**src/rtl/modrst_pkg.sv**
```systemverilog
package modrst_pkg;
  typedef enum logic [1:0] {
    WK_NONE = 2'd0,
    WK_BASE = 2'd1,
    WK_SET  = 2'd2,
    WK_CLR  = 2'd3
  } wr_kind_e;

  localparam int unsigned OFS_BASE = 0;
  localparam int unsigned OFS_SET  = 4;
  localparam int unsigned OFS_CLR  = 8;
endpackage

```
**src/rtl/modrst_rst_sync.sv**
```systemverilog
module modrst_rst_sync #(
  parameter int unsigned STAGES = 2
) (
  input  logic clk,
  input  logic rst_n,
  output logic rst_sync_n
);
  logic [STAGES-1:0] sync_q;
  logic [STAGES-1:0] sync_d;

  for (genvar g = 0; g < STAGES; g++) begin : g_stage
    if (g == 0) begin : g_first
      assign sync_d[g] = 1'b1;
    end else begin : g_rest
      assign sync_d[g] = sync_q[g-1];
    end
  end

  always_ff @(posedge clk or negedge rst_n) begin
    if (!rst_n) sync_q <= '0;
    else        sync_q <= sync_d;
  end

  assign rst_sync_n = sync_q[STAGES-1];
endmodule

```
**src/rtl/modrst_decode.sv**
```systemverilog
module modrst_decode
  import modrst_pkg::*;
#(
  parameter int unsigned ADDR_W = 4
) (
  input  logic              bus_wr,
  input  logic [ADDR_W-1:0] bus_addr,
  output wr_kind_e          wr_kind,
  output logic              rd_hit
);
  localparam logic [ADDR_W-1:0] A_BASE = ADDR_W'(OFS_BASE);
  localparam logic [ADDR_W-1:0] A_SET  = ADDR_W'(OFS_SET);
  localparam logic [ADDR_W-1:0] A_CLR  = ADDR_W'(OFS_CLR);

  logic hit_base, hit_set, hit_clr;

  always_comb begin
    hit_base = (bus_addr == A_BASE);
    hit_set  = (bus_addr == A_SET);
    hit_clr  = (bus_addr == A_CLR);
    rd_hit   = hit_base | hit_set | hit_clr;
    wr_kind  = WK_NONE;
    if (bus_wr) begin
      if (hit_base)     wr_kind = WK_BASE;
      else if (hit_set) wr_kind = WK_SET;
      else if (hit_clr) wr_kind = WK_CLR;
    end
  end
endmodule

```
**src/rtl/modrst_settle.sv**
```systemverilog
module modrst_settle #(
  parameter int unsigned DEPTH = 3
) (
  input  logic clk,
  input  logic rst_n,
  input  logic d,
  output logic q
);
  logic [DEPTH-1:0] stage_q;
  logic [DEPTH-1:0] stage_d;

  for (genvar g = 0; g < DEPTH; g++) begin : g_pipe
    if (g == 0) begin : g_head
      assign stage_d[g] = d;
    end else begin : g_tail
      assign stage_d[g] = stage_q[g-1];
    end
  end

  always_ff @(posedge clk or negedge rst_n) begin
    if (!rst_n) stage_q <= '1;
    else        stage_q <= stage_d;
  end

  assign q = stage_q[DEPTH-1];
endmodule

```
**src/rtl/modrst_bits.sv**
```systemverilog
module modrst_bits
  import modrst_pkg::*;
#(
  parameter bit ALLOW_RESET = 1'b1
) (
  input  logic     clk,
  input  logic     rst_n,
  input  wr_kind_e wr_kind,
  input  logic     wr_srst,
  input  logic     wr_gate,
  input  logic     settled,
  output logic     req_q,
  output logic     gate_q
);
  logic req_d, gate_d;
  logic req_en, gate_en;

  always_comb begin
    req_d  = req_q;
    gate_d = gate_q;
    unique case (wr_kind)
      WK_BASE: begin
        req_d  = wr_srst;
        gate_d = wr_gate;
      end
      WK_SET: begin
        if (wr_srst) req_d  = 1'b1;
        if (wr_gate) gate_d = 1'b1;
      end
      WK_CLR: begin
        if (wr_srst) req_d  = 1'b0;
        if (wr_gate) gate_d = 1'b0;
      end
      default: ;
    endcase
    // enable-only build: soft reset may fall but never rise
    if (!ALLOW_RESET && req_d && !req_q) req_d = 1'b0;
    // settled soft reset holds the gate on
    if (settled) gate_d = 1'b1;
    req_en  = (req_d != req_q);
    gate_en = (gate_d != gate_q);
  end

  always_ff @(posedge clk or negedge rst_n) begin
    if (!rst_n) begin
      req_q  <= 1'b1;
      gate_q <= 1'b1;
    end else begin
      if (req_en)  req_q  <= req_d;
      if (gate_en) gate_q <= gate_d;
    end
  end
endmodule

```
**src/rtl/modrst_ctrl.sv**
```systemverilog
module modrst_ctrl
  import modrst_pkg::*;
#(
  parameter int unsigned ADDR_W      = 4,
  parameter int unsigned DATA_W      = 32,
  parameter int unsigned SETTLE      = 3,
  parameter bit          ALLOW_RESET = 1'b1
) (
  input  logic              clk,
  input  logic              rst_n,
  input  logic              bus_wr,
  input  logic [ADDR_W-1:0] bus_addr,
  input  logic [DATA_W-1:0] bus_wdata,
  output logic [DATA_W-1:0] bus_rdata,
  output logic              mod_rst,
  output logic              mod_clk_en
);
  localparam int unsigned SRST_POS = DATA_W - 1;
  localparam int unsigned GATE_POS = DATA_W - 2;

  logic     rst_sync_n;
  wr_kind_e wr_kind;
  logic     rd_hit;
  logic     req_q, gate_q, settled;
  logic     unused_wdata;

  assign unused_wdata = ^bus_wdata[GATE_POS-1:0];

  modrst_rst_sync #(.STAGES(2)) u_rst_sync (
    .clk        (clk),
    .rst_n      (rst_n),
    .rst_sync_n (rst_sync_n)
  );

  modrst_decode #(.ADDR_W(ADDR_W)) u_decode (
    .bus_wr   (bus_wr),
    .bus_addr (bus_addr),
    .wr_kind  (wr_kind),
    .rd_hit   (rd_hit)
  );

  modrst_bits #(.ALLOW_RESET(ALLOW_RESET)) u_bits (
    .clk     (clk),
    .rst_n   (rst_sync_n),
    .wr_kind (wr_kind),
    .wr_srst (bus_wdata[SRST_POS]),
    .wr_gate (bus_wdata[GATE_POS]),
    .settled (settled),
    .req_q   (req_q),
    .gate_q  (gate_q)
  );

  modrst_settle #(.DEPTH(SETTLE)) u_settle (
    .clk   (clk),
    .rst_n (rst_sync_n),
    .d     (req_q),
    .q     (settled)
  );

  always_comb begin
    bus_rdata = '0;
    if (rd_hit) begin
      bus_rdata[SRST_POS] = settled;
      bus_rdata[GATE_POS] = gate_q;
    end
  end

  assign mod_rst    = settled;
  assign mod_clk_en = ~gate_q;
endmodule

```
**config.mk**
```make
export PLATFORM = sky130hd
export DESIGN_NAME = modrst_ctrl
export DESIGN_NICKNAME = d
export VERILOG_FILES = /design/src/rtl/modrst_pkg.sv /design/src/rtl/modrst_rst_sync.sv /design/src/rtl/modrst_decode.sv /design/src/rtl/modrst_settle.sv /design/src/rtl/modrst_bits.sv /design/src/rtl/modrst_ctrl.sv
export SDC_FILE = /design/constraint.sdc
export NUM_CORES = 1
export LEC_CHECK = 0
export ABC_CLOCK_PERIOD_IN_PS = 900
export CAP_MARGIN = 20
export CORE_MARGIN = 2
export CORE_UTILIZATION = 23
export DETAILED_ROUTE_END_ITERATION = 6
export PLACE_DENSITY = 0.8
export SLEW_MARGIN = 20
export SYNTH_ARGS = -nofsm -noshare
export SYNTH_HDL_FRONTEND = slang
export SYNTH_SLANG_ARGS = --single-unit
```
**constraint.sdc**
```tcl
create_clock -name clk -period 0.9 [get_ports clk]
set_input_delay 0.18 -clock clk [delete_from_list [all_inputs] [get_ports clk]]
set_output_delay 0.18 -clock clk [all_outputs]
set_load 0.005 [all_outputs]
```
# Word-level counts from Yosys, hierarchy flattened
# Cells that the tools add are included.
[classes]
n_eq_ne = 7
n_mux = 12
n_bitwise = 3
reduce_logical = 1
[ops]
columns = ["cell", "n"]
rows = [
  ["2-bit 2-to-1 mux", 5],
  ["1-bit one-hot mux with 3 select lines", 2],
  ["1-bit 2-to-1 mux", 5],
  ["2-bit equality test, second input constant", 2],
  ["4-bit by 3-bit equality test with 1-bit output, second input constant", 1],
  ["4-bit equality test, second input constant", 1],
  ["4-bit zero test", 1],
  ["2-bit by 1-bit equality test with 1-bit output, second input constant", 1],
  ["1-bit != test", 2],
  ["1-bit OR", 2],
  ["1-bit NOT", 1],
]
[totals]
regBits = 7
input_bits = 39
out_inout_bits = 34

# Depth between registers and ports, before layout
[logic_depth]
ltp_word = 9
depth_mapped = 3

# Cells and area by module
# Synthesis repeated with hierarchy kept, for this count alone.
[unflattened]
hier_cells = 57
area_unflattened_um2 = 535.5
[modules_own_cells]
columns = ["module", "instances", "cells_each", "area_each_um2"]
rows = [
  ["modrst_ctrl", 1, 34, 245.2],
  ["modrst_bits", 1, 12, 125.1],
  ["modrst_settle", 1, 3, 78.8],
  ["modrst_rst_sync", 1, 3, 53.8],
  ["modrst_decode", 1, 5, 32.5],
]

# Worst setup path before layout
# OpenSTA, ideal clock, no wires.
[synth_path]
path_type = "input port to flip-flop"
from = "input bus_addr[2]"
to = "register u_bits.gate_q"
setup_time_ns = 0.083
arrival_ns = 0.863
path_slack_ns = -0.046
cell_stages = 3
n_path_buf = 0
path_cell_list = "nor4b_2 > o21ai_1 > a221o_1"
[synth_via]
elab_chain_cells = 9
word_cells_on_any_way = 13
classes_between = "6 x eq/ne; 6 x mux; 1 x reduce/logical"
[synth_rtl]
columns = ["element", "line", "source"]
rows = [
  ["start: declaration", "modrst_ctrl.sv:12", "input logic [ADDR_W-1:0] bus_addr,"],
  ["4-bit equality test", "modrst_decode.sv:20", "hit_clr = (bus_addr == A_CLR);"],
  ["2-bit 2-to-1 mux", "modrst_decode.sv:26", "else if (hit_clr) wr_kind = WK_CLR;"],
  ["2-bit 2-to-1 mux", "modrst_decode.sv:25", "else if (hit_set) wr_kind = WK_SET;"],
  ["2-bit 2-to-1 mux (*)", "modrst_decode.sv:24", "if (hit_base) wr_kind = WK_BASE;"],
  ["2-bit 2-to-1 mux (*)", "modrst_decode.sv:23", "if (bus_wr) begin"],
  ["2-bit equality test / 2-bit by 1-bit equality test with 1-bit output (equally long branches)", "modrst_bits.sv:21", "unique case (wr_kind)"],
  ["1-bit one-hot mux with 3 select lines (*)", "modrst_bits.sv:21", ""],
  ["1-bit 2-to-1 mux (*)", "modrst_bits.sv:39", "if (settled) gate_d = 1'b1;"],
  ["1-bit != test", "modrst_bits.sv:41", "gate_en = (gate_d != gate_q);"],
  ["end signal: assignment", "modrst_bits.sv:50", "if (gate_en) gate_q <= gate_d;"],
  ["end: declaration", "modrst_bits.sv:13", "output logic gate_q"],
]
# Mark *: on every way between the ends. The rest lies on a longest branch, timed or not.
# A chain may end at the register's enable or synchronous reset.

# Final worst setup path
[layout_path]
from = "register u_settle.stage_q[2]"
to = "output bus_rdata[31]"
[layout_via]
elab_chain_cells = 1
[layout_rtl]
columns = ["element", "line", "source"]
rows = [
  ["start: declaration", "modrst_settle.sv:9", "logic [DEPTH-1:0] stage_q;"],
  ["start signal: assignment", "modrst_settle.sv:22", "else stage_q <= stage_d;"],
  ["2-bit 2-to-1 mux", "modrst_ctrl.sv:62", "if (rd_hit) begin"],
  ["end: declaration", "modrst_ctrl.sv:14", "output logic [DATA_W-1:0] bus_rdata,"],
]
# Every way passes these cells.

==> run summary <==
Yosys cell types: 13
P&R area growth vs syn: 38.7%
Hold Vio Cnt, Final: 0
Hold WC Path Type: input port to asynchronous set/reset pin
Placer Congestion: 0.683
Worst Skew: 0.00114 ns
Top cells by count, synth: 30 x buf_4, 5 x dfstp_2
Min cycle time layout: 1.20 ns
Vias in the first global route: 308
Worst path buffer plus inverter count: 1
GR Overflow Total: 0
DP HPWL: 606 um
Area leader, netlist: buf_4
# IOs: 73
Via Count: 332
Syn Std Cell Area: 494 um2
Final worst slack: -0.295 ns
Sequential cell area fraction in the yosys report: 0.367
Power Dens Cells: 1380 nW/um2
Max Fclk: 837 MHz
Die Height: 50.4 um
Required time worst endpoint: 0.72 ns
Slew Limit Fails: 0
FFs w/ async S/R, synth: 1.00
Remaining DRCs: 0
Commonest register cell after synthesis: dfstp_2
Largest stage delay, worst path: 0.54 ns
Port Buffers: 12
First-pass GRT wire length: 1.41 mm
Clk pin slew, worst setup/hold paths: 0.05 ns
Max cap viols: 0
Fin nets: 115
Total Routing Usage GR: 0.0795
Syn Inst Count: 50
CTS Sinks: 7
Total CTS buffers: 3
Count of flip-flops with a built-in enable after synthesis: 0
# diodes: 0
Starting Density: 0.247
CP Cell Sequence: and2_4, buf_6
Final Core Density: 0.343
Final Cycle Share: 1.33
Top Family by Delay on Critical Path: flip-flops
Crit Path Class: register to primary output
Core area: 2000 um2
WL/cell: 9.64 um
Failing checks: negative setup slack
CP endpoint kind: primary output
DRT Wirelength: 983 um
Top cell type's share of synthesized area: 0.456
Post-synthesis register bit count: 7
Largest net degree at the start of global routing: 6
Vias per std cell: 3.25
Top cells by area, synth: buf_4 46%, dfstp_2 27%, dfrtp_1 10%, nor4b_2 3.0%, and2_1 2.5%
TritonCTS clock tree: done
Maximum fanout along the worst path: 2
Routed Antenna Nets: 0
Power Total: 948 uW
Die footprint: 2540 um2
Critical Path Source Type: register
Syn avg cell area: 9.88 um2
H-tree depth: 1
# rows: 16
Proportion of layout cells with a drive suffix above 1: 0.413
Outcome: complete, but fails checks
Die Width: 50.4 um
Bufs on Longest Clock Path: 2
CTS root buf: clkbuf_4
Syn. warnings: 0
Fill cell count: 213
Initial antenna violation count: 0
Most frequent cell after synthesis: buf_4
Drt pass-1 iters: 2
Data arrival time of the worst path: 1.02 ns
Critical-path top delay cell: dfstp_2
VDD IR max: 871 uV
Starting DRT DRC Count: 3
Clock Latency Late Sink: 0.25 ns
Endpoints failing setup: 5
P_leak: 0.000356 uW
RSZ-0062 raised after global routing: true
==> per-layer routing <==
layer  vias up  GRT usage  part of all wire
met2        35      0.138              0.54
met5         -          0                 0
met4         0     0.0135                 0
met3         0     0.0625              0.17
met1       148     0.0738              0.29
li1        149          -                 -
==> metrics by stage <==
stage               cells  TNS [ns]  cell area (um2)  worst slack (ns)  hold slack, ns
floorplan              79  -0.00171              612          -0.00171          -0.116
global placement       92     -3.25              571            -0.783           0.270
detailed placement     92     -3.51              571            -0.874           0.289
CTS                   100     -1.21              656            -0.305          0.0861
global route          102     -1.45              686            -0.344          0.0738
finish                102     -1.23              686            -0.295          0.0917
==> logic make-up after synthesis <==
logic type      count (synthesis)  share of synthesized area
buf+inv                        32                      0.471
other cells                     2                     0.0152
compound gates                  5                     0.0734
simple gates                    4                     0.0734
flops                           7                      0.367
==> registers in the layout, indices dropped and copies added, names as in the netlist <==
name               cells
u_bits.gate_q          1
u_rst_sync.sync_q      2
u_settle.stage_q       3
u_bits.req_q           1
==> area by class of cell <==
type | instances | area [um2] | share of cell area
Inverter | 2 | 7.51 | 0.0109
Sequential cell | 7 | 181 | 0.265
Multi-Input combinational cell | 40 | 223 | 0.325
Tap cell | 27 | 33.8 | 0.0493
Timing Repair Buffer | 22 | 214 | 0.312
Clock buffer | 4 | 26.3 | 0.0383
==> power breakdown <==
part           internal [uW]  switching (uW)
sequential               393            27.1
combinational            146            97.3
clock                    169             116
total                    708             240
==> layout by cell type, fill, tap and decap left out, types with 3 or more instances in the layout <==
| cell type | count |
|---|---|
| conb_1 | 31 |
| buf_6 | 11 |
| buf_4 | 5 |
| clkdlybuf4s50_1 | 3 |
| clkbuf_4 | 3 |
| dfstp_2 | 5 |
==> worst register-to-register path, stage by stage, from the launching register on <==
cell and delay, ns:
dfstp_2 0.37, buf_6 0.11, buf_4 0.12, a221o_1 0.32
==> final timing paths <==
kind,start,depth (start not counted),slack [ns],to
setup / recovery,u_settle.stage_q[2]$_DFF_PN1_,2,-0.30,bus_rdata[31]
min in group clk,u_rst_sync.sync_q[0]$_DFF_PN0_,0,0.35,u_rst_sync.sync_q[1]$_DFF_PN0_
hold / removal,rst_n,1,0.09,u_rst_sync.sync_q[1]$_DFF_PN0_
setup reg to reg,u_bits.gate_q$_DFFE_PN1P_,3,-0.10,u_bits.gate_q$_DFFE_PN1P_
max in group asynchronous,u_rst_sync.sync_q[1]$_DFF_PN0_,0,0.60,u_bits.req_q$_DFFE_PN1P_
hold reg to reg,u_rst_sync.sync_q[1]$_DFF_PN0_,0,0.28,u_settle.stage_q[1]$_DFF_PN1_
==> timing repair <==
item,CTS,global route
pin swaps,4,3
gates resized for setup,46,4
setup buffers,4,3
endpoints found under the setup margin,6,6
hold buffers,0,0
(Power assumes the default switching activity.)
